**src/rtl/oversample_pkg.sv**
```systemverilog
package oversample_pkg;
  typedef struct packed {
    logic clearSum;
    logic addSample;
    logic finish;
  } accCmd_t;
endpackage

```
**src/rtl/oversample_ctrl.sv**
```systemverilog
module oversample_ctrl
  import oversample_pkg::*;
#(
  parameter int MAX_LOG2 = 8,
  localparam int SEL_W = $clog2(MAX_LOG2 + 1),
  localparam int CNT_W = MAX_LOG2
) (
  input  logic             clk,
  input  logic             rstN,
  input  logic             enable,
  input  logic             resumeMode,
  input  logic [SEL_W-1:0] ratioLog2,
  input  logic             regValid,
  input  logic             injValid,
  input  logic             injStart,
  input  logic             injEnd,
  output accCmd_t          cmd
);
  logic [CNT_W-1:0] sampleCnt;
  logic [SEL_W-1:0] effLog;
  logic [CNT_W:0]   lastIdx;
  logic             injActive;
  logic             injBusy;
  logic             accept;
  logic             lastSample;

  always_comb begin
    if (ratioLog2 == '0) effLog = SEL_W'(1);
    else if (ratioLog2 > SEL_W'(MAX_LOG2)) effLog = SEL_W'(MAX_LOG2);
    else effLog = ratioLog2;
  end

  assign lastIdx    = ({{CNT_W{1'b0}}, 1'b1} << effLog) - 1'b1;
  assign injBusy    = injStart | injActive;
  assign accept     = enable & regValid & ~injBusy & ~injValid;
  assign lastSample = ({1'b0, sampleCnt} == lastIdx);

  always_comb begin
    cmd.clearSum  = ~enable | (injStart & resumeMode);
    cmd.addSample = accept & ~lastSample;
    cmd.finish    = accept & lastSample;
  end

  always_ff @(posedge clk or negedge rstN) begin
    if (!rstN) injActive <= 1'b0;
    else if (injStart) injActive <= 1'b1;
    else if (injEnd) injActive <= 1'b0;
  end

  always_ff @(posedge clk or negedge rstN) begin
    if (!rstN) sampleCnt <= '0;
    else if (cmd.clearSum || cmd.finish) sampleCnt <= '0;
    else if (cmd.addSample) sampleCnt <= sampleCnt + 1'b1;
  end

  p_inj_freeze_r6: assert property (@(posedge clk) disable iff (!rstN)
    (enable && injActive && !injStart && regValid) |=> $stable(sampleCnt));
  p_continue_keep_r4: assert property (@(posedge clk) disable iff (!rstN)
    (enable && injStart && !resumeMode) |=> $stable(sampleCnt));
  p_resume_clear_r5: assert property (@(posedge clk) disable iff (!rstN)
    (enable && injStart && resumeMode) |=> (sampleCnt == '0));
  p_cnt_bound_r3: assert property (@(posedge clk) disable iff (!rstN)
    (enable && $stable(ratioLog2)) |-> ({1'b0, sampleCnt} <= lastIdx || $changed(ratioLog2)));
endmodule

```
**src/rtl/oversample_datapath.sv**
```systemverilog
module oversample_datapath
  import oversample_pkg::*;
#(
  parameter int SAMPLE_W = 12,
  parameter int MAX_LOG2 = 8,
  localparam int SEL_W = $clog2(MAX_LOG2 + 1),
  localparam int ACC_W = SAMPLE_W + MAX_LOG2
) (
  input  logic                clk,
  input  logic                rstN,
  input  accCmd_t             cmd,
  input  logic [SAMPLE_W-1:0] regData,
  input  logic [SEL_W-1:0]    shiftAmt,
  output logic [ACC_W-1:0]    avgOut,
  output logic                doneOut
);
  logic [ACC_W-1:0] accSum;
  logic [ACC_W-1:0] sumNext;
  logic [SEL_W-1:0] effShift;

  assign effShift = (shiftAmt > SEL_W'(MAX_LOG2)) ? SEL_W'(MAX_LOG2) : shiftAmt;
  assign sumNext  = accSum + ACC_W'(regData);

  always_ff @(posedge clk or negedge rstN) begin
    if (!rstN) begin
      accSum  <= '0;
      avgOut  <= '0;
      doneOut <= 1'b0;
    end else begin
      doneOut <= cmd.finish;
      if (cmd.clearSum) accSum <= '0;
      else if (cmd.finish) begin
        accSum <= '0;
        avgOut <= sumNext >> effShift;
      end else if (cmd.addSample) accSum <= sumNext;
    end
  end

  p_done_single_r7: assert property (@(posedge clk) disable iff (!rstN)
    doneOut |=> !doneOut);
  p_result_hold_r7: assert property (@(posedge clk) disable iff (!rstN)
    !doneOut |-> $stable(avgOut));
  p_clear_zero_r8: assert property (@(posedge clk) disable iff (!rstN)
    cmd.clearSum |=> (accSum == '0) && !doneOut);
endmodule

```
**src/rtl/oversample_accum.sv**
```systemverilog
module oversample_accum
  import oversample_pkg::*;
#(
  parameter int SAMPLE_W = 12,
  parameter int MAX_LOG2 = 8,
  localparam int SEL_W = $clog2(MAX_LOG2 + 1),
  localparam int ACC_W = SAMPLE_W + MAX_LOG2
) (
  input  logic                clk,
  input  logic                rstN,
  input  logic                enable,
  input  logic                resumeMode,
  input  logic [SEL_W-1:0]    ratioLog2,
  input  logic [SEL_W-1:0]    shiftAmt,
  input  logic                regValid,
  input  logic [SAMPLE_W-1:0] regData,
  input  logic                injValid,
  input  logic                injStart,
  input  logic                injEnd,
  output logic [ACC_W-1:0]    avgOut,
  output logic                doneOut
);
  accCmd_t cmd;

  oversample_ctrl #(.MAX_LOG2(MAX_LOG2)) i_ctrl (
    .clk(clk), .rstN(rstN), .enable(enable), .resumeMode(resumeMode),
    .ratioLog2(ratioLog2), .regValid(regValid), .injValid(injValid),
    .injStart(injStart), .injEnd(injEnd), .cmd(cmd)
  );

  oversample_datapath #(.SAMPLE_W(SAMPLE_W), .MAX_LOG2(MAX_LOG2)) i_dp (
    .clk(clk), .rstN(rstN), .cmd(cmd), .regData(regData),
    .shiftAmt(shiftAmt), .avgOut(avgOut), .doneOut(doneOut)
  );

  p_mode_locked_r9: assert property (@(posedge clk) disable iff (!rstN)
    (enable && $past(enable)) |-> $stable(resumeMode));
endmodule

```
**config.mk**
```make
export PLATFORM = sky130hd
export DESIGN_NAME = oversample_accum
export DESIGN_NICKNAME = d
export VERILOG_FILES = /design/src/rtl/oversample_pkg.sv /design/src/rtl/oversample_ctrl.sv /design/src/rtl/oversample_datapath.sv /design/src/rtl/oversample_accum.sv
export SDC_FILE = /design/constraint.sdc
export NUM_CORES = 1
export LEC_CHECK = 0
export ABC_AREA = 1
export BUFFER_PORTS_ARGS = -buffer_cell sky130_fd_sc_hd__buf_4
export CAP_MARGIN = 20
export CELL_PAD_IN_SITES_DETAIL_PLACEMENT = 0
export CELL_PAD_IN_SITES_GLOBAL_PLACEMENT = 2
export CORE_UTILIZATION = 29
export CTS_CLUSTER_DIAMETER = 120
export DETAILED_ROUTE_END_ITERATION = 8
export PLACE_DENSITY_LB_ADDON = 0.1
export SYNTH_ARGS = -nofsm -noshare
export SYNTH_HDL_FRONTEND = slang
export SYNTH_HIERARCHICAL = 1
export SYNTH_SLANG_ARGS = --single-unit
```
**constraint.sdc**
```tcl
create_clock -name clk -period 2.3 [get_ports clk]
set_clock_uncertainty 0.1 [all_clocks]
set_input_delay 0.115 -clock clk [delete_from_list [all_inputs] [get_ports clk]]
set_output_delay 0.115 -clock clk [all_outputs]
set_load 0.01 [all_outputs]
```
### Word level (Yosys, flattened, before mapping)

Index checks and enable logic that the tools add are counted.

| operators by class | value |
|---|---|
| add/sub/neg operators | 3 |
| multiply operators | 0 |
| div/mod/pow operators | 0 |
| magnitude comparators | 2 |
| eq/ne operators | 1 |
| shift-type cells | 2 |
| muxes and demuxes | 10 |
| bitwise gates (word level) | 13 |
| reductions and logical operators | 6 |

Operators by type and width:

| operator | number |
|---|---|
| $mux W20 | 3 |
| $add A20 B12 Y20 | 1 |
| $shr A20 B4 Y20 | 1 |
| $mux W8 | 2 |
| $mux W4 | 3 |
| $eq A8 B9 Y1 | 1 |
| $shl A1 B4 Y9 const A | 1 |
| $sub A9 B1 Y9 const B | 1 |
| $add A8 B1 Y8 const B | 1 |
| $gt A4 B4 Y1 const B | 2 |
| $and A1 B1 Y1 | 6 |
| $not A1 Y1 | 5 |
| $logic_not A4 Y1 | 1 |
| $reduce_bool A2 Y1 | 2 |
| $reduce_bool A3 Y1 | 1 |
| $mux W1 | 2 |
| $or A1 B1 Y1 | 2 |
| $reduce_and A2 Y1 | 1 |
| $logic_or A1 B1 Y1 | 1 |

| storage, ports and cells | value |
|---|---|
| register bits after elaboration | 50 |
| latch bits | 0 |
| bits in writable memories | 0 |
| bits in read-only memories | 0 |
| input bits | 28 |
| output and inout port bits | 21 |
| word-level logic and storage cells | 42 |
| memories kept | 0 |

### Longest topological paths before layout

Gate-level depths: netlist (run 1).

| depth | value |
|---|---|
| depth after elaboration | 11 |
| mapped depth | 19 |
| mapped depth without buffers | 19 |

### By module

The synthesis (run 1) kept the hierarchy.

Modules (own cells, without submodules):

| module | instances | cells an instance | area each (µm²) |
|---|---|---|---|
| oversample_datapath | 1 | 529 | 3372.0 |
| oversample_ctrl | 1 | 113 | 721.9 |

### Least setup slack after synthesis (run 1)

Ideal clock, no wire load.

| timing path | value |
|---|---|
| path type | input to register |
| from | in ratioLog2[2] |
| to | reg i_dp.avgOut[18] |
| setup time | 0.083 ns |
| data arrival time | 2.293 ns |
| data required time | 2.117 ns |
| path slack | -0.175 ns |
| stages | 19 |
| path buffers | 0 |
| cells stage by stage | nor2_2 nand2_1 ha_1 nor2_1 nor2_1 nand2_1 nor2_1 nand2_1 nor2_1 nand4_1 nor2_1 inv_1 nor2_1 inv_1 nor2_2 inv_1 nor2_1 inv_1 o21ai_0 |

RTL lines:

| what | RTL line | text |
|---|---|---|
| start: declaration | oversample_accum.sv:13 | `input logic [SEL_W-1:0] ratioLog2,` |
| end signal: assignment | oversample_datapath.sv:34 | `avgOut <= sumNext >> effShift;` |
| end: declaration | oversample_datapath.sv:14 | `output logic [ACC_W-1:0] avgOut,` |

### Final worst setup path (run 1)

| timing path | value |
|---|---|
| from | reg i_dp.accSum[0] |
| to | reg i_dp.avgOut[17] |

| on the way | value |
|---|---|
| cells in the longest elaborated chain, start to end | 2 |

RTL lines:

| what | RTL line | text |
|---|---|---|
| start: declaration | oversample_datapath.sv:17 | `logic [ACC_W-1:0] accSum;` |
| start signal: assignment | oversample_datapath.sv:35 | `end else if (cmd.addSample) accSum <= sumNext;` |
| $add A20 B12 Y20 | oversample_datapath.sv:22 | `assign sumNext = accSum + ACC_W'(regData);` |
| $shr A20 B4 Y20 | oversample_datapath.sv:34 |  |

No other way between the ends.
A chain may end at the register's enable or synchronous reset.

==> impl_metrics.json, run 1 <==
{
  "hold_depth": 4,
  "timing.final.crit_share_pct": 103,
  "ys_ff_latch": 50,
  "insertion_delay_ns": 0.31,
  "place_area_mm2": 0.00512,
  "multi_input_area_mm2": 0.00323,
  "drv_slew": 0,
  "clock_path_buffers": 2,
  "final_net_count": 802,
  "rows": 43,
  "fp.coreArea_mm2": 0.0138,
  "regToRegStartpoint": "i_dp/accSum[0]",
  "avgSynthCellArea_um2": 6.38,
  "n_antenna_cell": 0,
  "fin_ws_ns": -0.0588,
  "synthArstFlopShare_pct": 100,
  "status": "finished, violations left",
  "yosys_warnings": 6,
  "fin_crit_ns": 2.36,
  "drc_errors": 0,
  "critPathLaunchType": "flip-flop",
  "fin_cells": 940,
  "dp_slack_ns": -0.180,
  "portBuffers": 48,
  "ir_worst_vdd_v": 0.000266,
  "syn_area_mm2": 0.00409,
  "tightest_slew_ns": 0.719,
  "nFillCells": 1452,
  "post-place-cells": 919,
  "violations": "negative setup slack",
  "antenna_found_initial": 0,
  "synth_edf_count": 0,
  "worst_r2r_path_depth": 14,
  "fp.dieW_um": 121,
  "crit_fanout": 4,
  "synth_cell_types": 41,
  "endpoint_kind": "flip-flop",
  "slew_headroom_pct": 52.1,
  "drv_cap": 0,
  "finalInstanceArea_mm2": 0.00610,
  "gr-total-overflow": 0,
  "routabilityCongestion": 0.815,
  "postRouteAntennaNets": 0,
  "start_util_pct": 29.6,
  "setup_viol": 5,
  "hold_path_class": "input pin to flip-flop",
  "critical_path_required_ns": 2.39,
  "path_clk_slew_ns": 0.08,
  "syn_nets": 685,
  "ys_seq_area_share_pct": 30.6,
  "hold_viol": 0,
  "syn_inst": 642,
  "area.growth.synth_to_final_pct": 49.0,
  "grt_start_max_net_pins": 51,
  "r2r_end": "i_dp/avgOut[17]",
  "seqCellArea_mm2": 0.00125,
  "die_y_um": 121,
  "cts_made_buffers": 5,
  "via_count": 4578,
  "powerDensity_mw_per_mm2": 358,
  "reg2reg_slack_ns": -0.06,
  "max_freq_ghz": 0.424,
  "p_leak_nw": 3.03,
  "wl_per_cell_um": 15.4,
  "via_per_inst": 4.87,
  "cts_tree": "done",
  "grt_first_pass_wirelength_um": 23300,
  "synth_ff_type": "dfrtp_1",
  "rsz0062_at_grt": "true",
  "hold_path.startpoint": "resumeMode",
  "dp_hpwl_um": 10800,
  "clock_sinks": 50,
  "crit_type": "flip-flop to flip-flop",
  "drt_iter0_drc": 211,
  "setup-tns-final_ns": -0.126,
  "grtUsageTotal_pct": 20.5,
  "drive_gt1_share_pct": 38.2,
  "grt_pass1_vias": 4611,
  "arrival_ns": 2.45,
  "firstDrtPassIters": 7,
  "cts_root_buf": "clkbuf_16",
  "ios": 49,
  "drt_wl_total_um": 14400,
  "whs_endpoint": "i_ctrl/sampleCnt[1]",
  "design.die.area_mm2": 0.0146,
  "cts_max_level": 2
}
-- cell families (layout without fill, tap and decap cells) --
| group | after synthesis | after routing | share of synthesized area (%) |
|---|---|---|---|
| adders and majority gates | 15 | 15 | 4.77 |
| muxes | 1 | 1 | 0.245 |
| other | 1 | 1 | 0.0916 |
| DFF | 50 | 50 | 30.6 |
| xor gates and xnor gates | 12 | 12 | 2.57 |
| AOI/OAI and AO/OA | 59 | 59 | 8.34 |
| and+or+nand+nor | 421 | 421 | 45.5 |
| buffers and inverters | 83 | 201 | 7.89 |
-- through the flow --
step	util, %	total power, mW	hold slack, ns
after CTS	39.9	2.16	0.0391
after global routing	44.1	2.30	0.0631
after global placement	37.0	1.33	0.113
after detailed placement	37.0	1.34	0.130
final	44.1	2.19	0.0399
after floorplan	-	1.15	-0.281
-- cell type report --
class,instances,share of cell area [%]
clock buffer,5,2.05
clock inverter,3,0.349
inverter,70,4.31
multi-input combinational,509,52.9
sequential,50,20.5
tap,180,3.69
timing repair buffer,123,16.2
-- worst max-delay path by stage --
stage / cells after the start / startpoint / endpoint
4_1_cts: 14 / i_dp/accSum[6] / i_dp/avgOut[12]
6_report: 14 / i_dp/accSum[0] / i_dp/avgOut[17]
5_1_grt: 15 / i_dp/accSum[0] / i_dp/avgOut[8]
2_1_floorplan: 19 / ratioLog2[2] / i_dp/avgOut[18]
3_5_place_dp: 15 / i_dp/accSum[0] / i_dp/avgOut[6]
3_3_place_gp: 18 / ratioLog2[2] / i_dp/avgOut[5]
-- where the power goes --
| group | internal (mW) | switching, mW |
|---|---|---|
| combinational | 0.202 | 0.294 |
| sequential | 0.890 | 0.0118 |
| clock | 0.405 | 0.383 |
| total | 1.50 | 0.689 |
-- registers in the layout, summed over array words and instances, names as in the netlist --
name,cells
i_dp/accSum,20
i_dp/avgOut,20
i_ctrl/sampleCnt,8
i_ctrl/injActive,1
i_dp/doneOut,1
-- cells in the mapped netlist (2+ instances only) --
cell	n	area, um2
a21oi_1	18	90.1
a31o_2	2	17.5
a31oi_1	3	18.8
and2_1	3	18.8
buf_2	6	30.0
clkbuf_1	6	22.5
clkinv_1	2	7.51
dfrtp_1	50	1250
ha_1	14	175
inv_1	64	240
inv_2	4	15.0
nand2_1	212	796
nand2_2	12	75.1
nand3_1	114	571
nand3_2	4	40.0
nand4_1	9	56.3
nor2_1	49	184
nor2_2	6	37.5
nor3_1	5	25.0
o21ai_0	17	85.1
o21ai_1	3	15.0
o21bai_1	2	15.0
o22ai_1	9	56.3
xnor2_1	4	35.0
xor2_1	8	70.1
-- cells in the final DEF (no fill, tap or decap), types with 3 or more instances in the layout --
cell,n
nand2_1,164
buf_4,112
nand3_1,75
inv_1,57
nand2_2,51
dfrtp_1,50
nor2_1,38
nand3_2,31
o21ai_0,13
nand3_4,12
inv_2,11
nor2_2,10
a21oi_1,10
nand2_4,10
nand4_1,9
o22ai_1,9
ha_4,9
nor2_4,8
xor2_1,7
a21oi_2,7
o21ai_1,6
clkbuf_16,5
nor3_1,5
buf_6,5
ha_1,4
dlygate4sd3_1,3
xnor2_1,3
a31oi_1,3
buf_12,3
-- critical path, cell delays in order, from the launching register on --
cell,delay (ns)
dfrtp_1,0.40
ha_2,0.19
fa_2,0.35
nand3_2,0.11
nand3_4,0.11
nand2_2,0.10
nand2_4,0.06
nand2_4,0.09
nand2_4,0.08
nand3_4,0.11
nand3_4,0.10
buf_12,0.14
nand3_4,0.06
nand2_1,0.06
a22o_1,0.17
-- layer usage --
metal | track usage [%] | vias up | routed length [um]
li1 | - | 2324 | -
met1 | 26.9 | 2179 | 6710
met2 | 35.8 | 62 | 7220
met3 | 2.45 | 13 | 320
met4 | 4.71 | 0 | 186
met5 | 0 | - | 0
-- what timing repair did --
action / in CTS / in global routing
endpoints found under the setup margin: 20 / 21
hold buffers: 3 / 0
gates resized for setup: 37 / 128
cloned: 0 / 0
setup buffers: 3 / 7
endpoints found under the hold margin: 51 / 0
pin swaps: 7 / 25
(Power assumes the default switching activity.)
==> run 2, diff against run 1 <==
--- a/config.mk
+++ b/config.mk
@@ -15,4 +15,5 @@
 export DETAILED_ROUTE_END_ITERATION = 8
 export PLACE_DENSITY_LB_ADDON = 0.1
+export SETUP_SLACK_MARGIN = 0.5
 export SYNTH_ARGS = -nofsm -noshare
 export SYNTH_HDL_FRONTEND = slang
==> constraint.sdc (replaced) <==
create_clock -name clk -period 2.3 [get_ports clk]
set_clock_uncertainty 0.1 [all_clocks]
set_input_delay 0.23 -clock clk [delete_from_list [all_inputs] [get_ports clk]]
set_output_delay 0.23 -clock clk [all_outputs]
set_load 0.01 [all_outputs]
==> impl_metrics.json, run 2 (synthesized netlist as in run 1, its figures left out) <==
{
  "firstDrtPassIters": 4,
  "die_y_um": 121,
  "gr-total-overflow": 0,
  "cts_tree": "done",
  "max_freq_ghz": 0.423,
  "dp_slack_ns": -0.247,
  "cpMaxStageDelayCell": "dfrtp_1",
  "via_count": 4553,
  "cts_max_level": 2,
  "path_clk_slew_ns": 0.07,
  "reg2reg_slack_ns": -0.07,
  "drv_cap": 0,
  "worst_r2r_path_depth": 14,
  "grtUsageTotal_pct": 20.6,
  "insertion_delay_ns": 0.30,
  "area.growth.synth_to_final_pct": 53.4,
  "crit_fanout": 4,
  "cpMostUsedCell": "nand3_2",
  "fin_cells": 946,
  "start_util_pct": 29.6,
  "path_buf_inv": 1,
  "via_per_inst": 4.81,
  "grt_pass1_vias": 4682,
  "powerDensity_mw_per_mm2": 347,
  "ir_worst_vdd_v": 0.000277,
  "top_regs": "i_dp/accSum x20, i_dp/avgOut x20, i_ctrl/sampleCnt x8",
  "violations": "negative setup slack",
  "routabilityCongestion": 0.819,
  "max_stage_delay_ns": 0.41,
  "critPathLaunchType": "flip-flop",
  "crit_family": "simple AND/OR/NAND/NOR gates",
  "endpoint_kind": "flip-flop",
  "drt_wl_total_um": 14100,
  "fin_crit_ns": 2.37,
  "rows": 43,
  "path_cells": "ha_4, fa_2, nand3_2, nand3_4, nand2_4, nand2_8, buf_6, xor2_2, nand2_1, nand2_1, nand2_2, nand3_2, nand3_2, a21oi_2",
  "arrival_ns": 2.50,
  "portBuffers": 48,
  "hold_path_class": "input pin to flip-flop",
  "postRouteAntennaNets": 0,
  "n_antenna_cell": 0,
  "design.die.area_mm2": 0.0146,
  "drc_errors": 0,
  "fp.dieW_um": 121,
  "tightest_slew_ns": 0.704,
  "drt_iter0_drc": 299,
  "grt_start_max_net_pins": 51,
  "layout_commonest_cell": "nand2_1",
  "status": "finished, violations left",
  "crit_type": "flip-flop to flip-flop",
  "grt_first_pass_wirelength_um": 23400,
  "cts_root_buf": "clkbuf_16",
  "clock_path_buffers": 2,
  "post-place-cells": 919,
  "drive_gt1_share_pct": 38.1,
  "clock_sinks": 50,
  "ios": 49,
  "fin_ws_ns": -0.0668,
  "final_net_count": 808,
  "p_leak_nw": 3.14,
  "dp_hpwl_um": 10600,
  "mostFrequentLayoutCells": "nand2_1, buf_4, nand3_1",
  "cp_num_cells": 14,
  "cts_made_buffers": 5,
  "slew_headroom_pct": 53.1,
  "fp.coreArea_mm2": 0.0138,
  "hold_depth": 2,
  "drv_slew": 0,
  "critical_path_required_ns": 2.43,
  "setup_viol": 7,
  "rsz0062_at_grt": "true",
  "hold_viol": 0,
  "antenna_found_initial": 0,
  "wl_per_cell_um": 14.9,
  "timing.final.crit_share_pct": 103
}
==> run 2: final cells by class <==
| type | instances | area [um2] |
|---|---|---|
| clock inverters | 3 | 21.3 |
| repair buffers | 129 | 1100 |
| multi-input cells | 509 | 3290 |
| clock buffers | 5 | 125 |
| inverters | 70 | 270 |
| flip-flops and latches | 50 | 1250 |
| well taps | 180 | 225 |
| fillers | 1424 | 7550 |
==> run 2: stage by stage <==
step	TNS, ns	area (um2)	hold slack (ns)	power (mW)	util (%)
6_report	-0.208	6280	0.0238	2.18	45.4
5_1_grt	-3.24	6280	0.0541	2.31	45.4
4_1_cts	-0.162	6080	0.0235	2.20	44.0
3_5_place_dp	-3.83	5190	0.230	1.34	37.5
3_3_place_gp	-2.98	5190	0.220	1.34	37.5
2_1_floorplan	0	4190	-0.166	1.15	-
==> run 2: path summary, 6_finish.rpt <==
kind | end | from
min | i_ctrl/injActive | injEnd
min reg2reg | i_dp/avgOut[16] | i_dp/avgOut[16]
max reg2reg | i_dp/avgOut[7] | i_dp/accSum[0]
max in group asynchronous | i_ctrl/sampleCnt[4] | rstN
min in group asynchronous | i_dp/accSum[2] | rstN
max | i_dp/avgOut[7] | i_dp/accSum[0]
==> run 2: what timing repair did <==
action,in CTS,in global routing
gates cloned,2,0
endpoints found under the hold margin,50,0
buffers inserted,9,7
endpoints found under the setup margin,40,42
hold buffers,1,0
pin swaps,36,12
gates resized for setup,131,34
==> run 2: report_power, final <==
part | switching [mW] | total, mW | internal, mW | leakage (nW)
Combinational | 0.299 | 0.516 | 0.217 | 2.38
Clock | 0.357 | 0.761 | 0.404 | 0.0698
Sequential | 0.0116 | 0.902 | 0.890 | 0.693
Total | 0.667 | 2.18 | 1.51 | 3.14
==> run 2: routing by layer <==
layer,vias up,wire length (um),global-route usage [%]
met5,-,0,0
met4,0,138,4.48
met1,2130,6680,27.0
met3,11,483,2.92
li1,2353,-,-
met2,59,6760,35.9
==> run 3, diff against run 2 <==
Settings changed: SKIP_CTS_REPAIR_TIMING set to 1.
==> impl_metrics.json, run 3 (synthesized netlist as in run 1, its figures left out) <==
{
  "status": "finished, violations left",
  "violations": "negative setup slack",
  "top_regs": "i_dp/accSum x20, i_dp/avgOut x20, i_ctrl/sampleCnt x8",
  "grt_pass1_vias": 4377,
  "critical_path_required_ns": 2.43,
  "clock_path_buffers": 2,
  "die_y_um": 121,
  "clock_sinks": 50,
  "mostFrequentLayoutCells": "nand2_1, buf_4, nand3_1",
  "grt_first_pass_wirelength_um": 21900,
  "dp_hpwl_um": 10600,
  "rsz0062_at_grt": "true",
  "cts_tree": "done",
  "seqCellArea_mm2": 0.00125,
  "ios": 49,
  "fp.dieW_um": 121,
  "slew_headroom_pct": 53.0,
  "timing.final.crit_share_pct": 102,
  "crit_fanout": 4,
  "drv_slew": 0,
  "endpoint_kind": "flip-flop",
  "path_clk_slew_ns": 0.07,
  "drc_errors": 0,
  "finalInstanceArea_mm2": 0.00629,
  "area.growth.synth_to_final_pct": 53.8,
  "p_leak_nw": 3.13,
  "dp_slack_ns": -0.247,
  "design.die.area_mm2": 0.0146,
  "firstDrtPassIters": 4,
  "cts_root_buf": "clkbuf_16",
  "drt_iter0_drc": 225,
  "fin_ws_ns": -0.0447,
  "via_count": 4564,
  "cts_made_buffers": 5,
  "routabilityCongestion": 0.819,
  "start_util_pct": 29.6,
  "setup_viol": 7,
  "layout_commonest_cell": "nand2_1",
  "drv_cap": 0,
  "nFillCells": 1446,
  "wl_per_cell_um": 14.9,
  "via_per_inst": 4.85,
  "postRouteAntennaNets": 0,
  "holdWs_ns": 0.0229,
  "insertion_delay_ns": 0.30,
  "hold_path_class": "input pin to flip-flop",
  "multi_input_area_mm2": 0.00336,
  "drive_gt1_share_pct": 41.9,
  "max_freq_ghz": 0.426,
  "fin_crit_ns": 2.34,
  "powerDensity_mw_per_mm2": 347,
  "gr-total-overflow": 0,
  "final_net_count": 804,
  "antenna_found_initial": 0,
  "grtUsageTotal_pct": 19.3,
  "arrival_ns": 2.48,
  "grt_start_max_net_pins": 51,
  "place_area_mm2": 0.00519,
  "crit_type": "flip-flop to flip-flop",
  "ir_worst_vdd_v": 0.000276,
  "hold_viol": 0,
  "critPathLaunchType": "flip-flop",
  "drt_wl_total_um": 14100,
  "rows": 43,
  "n_antenna_cell": 0,
  "tightest_slew_ns": 0.705,
  "portBuffers": 48,
  "fp.coreArea_mm2": 0.0138,
  "cts_max_level": 2
}
[run 3: path summary, 6_finish.rpt]
kind / start / end / slack [ns] / cells after the start
worst min-delay path: injEnd / i_ctrl/injActive / 0.02 / 2
worst max-delay path: i_dp/accSum[0] / i_dp/avgOut[7] / -0.04 / 14
worst max register to register: i_dp/accSum[0] / i_dp/avgOut[7] / -0.04 / 14
min in group asynchronous: rstN / i_dp/accSum[1] / 0.41 / 2
worst min register to register: i_dp/avgOut[16] / i_dp/avgOut[16] / 0.38 / 2
max in group asynchronous: rstN / i_ctrl/sampleCnt[3] / 1.19 / 2
[run 3: cell type report]
| cell class | instances | area share (%) |
|---|---|---|
| well taps | 180 | 3.58 |
| flip-flops and latches | 50 | 19.9 |
| multi-input cells | 509 | 53.3 |
| repair buffers | 125 | 16.6 |
| clock inverters | 3 | 0.338 |
| clock buffers | 5 | 1.99 |
| inverters | 70 | 4.25 |
[run 3: per-stage QoR]
| step | util [%] | setup TNS (ns) | cells | total power [mW] |
|---|---|---|---|---|
| finish | 45.5 | -0.194 | 942 | 2.18 |
| global placement | 37.5 | -2.98 | 919 | 1.34 |
| floorplan | - | 0 | 642 | 1.15 |
| CTS | 38.6 | -2.09 | 927 | 2.12 |
| global route | 45.5 | -2.86 | 942 | 2.31 |
| detailed placement | 37.5 | -3.83 | 919 | 1.34 |
[run 3: worst max-delay path, stage by stage (launching register included)]
cell,delay (ns)
dfrtp_1,0.41
ha_4,0.18
fa_2,0.35
nand3_2,0.10
nand3_4,0.12
nand2_4,0.09
nand2_4,0.07
buf_6,0.12
xor2_2,0.16
nand2_1,0.10
nand2_1,0.09
nand2_2,0.07
nand3_2,0.10
nand3_2,0.08
a21oi_2,0.13
[run 3: power breakdown]
| group | leakage, nW | switching [mW] | internal (mW) | total, mW |
|---|---|---|---|---|
| clock | 0.0698 | 0.357 | 0.404 | 0.761 |
| combinational | 2.37 | 0.304 | 0.217 | 0.520 |
| sequential | 0.693 | 0.0116 | 0.890 | 0.902 |
| total | 3.13 | 0.672 | 1.51 | 2.18 |
[run 3: layer usage]
layer | GRT usage, % | up-vias | share of wire (%)
met3 | 2.45 | 12 | 3.2
met4 | 3.94 | 0 | 1.2
met2 | 33.4 | 67 | 48
li1 | - | 2349 | -
met1 | 25.8 | 2136 | 47
met5 | 0 | - | 0
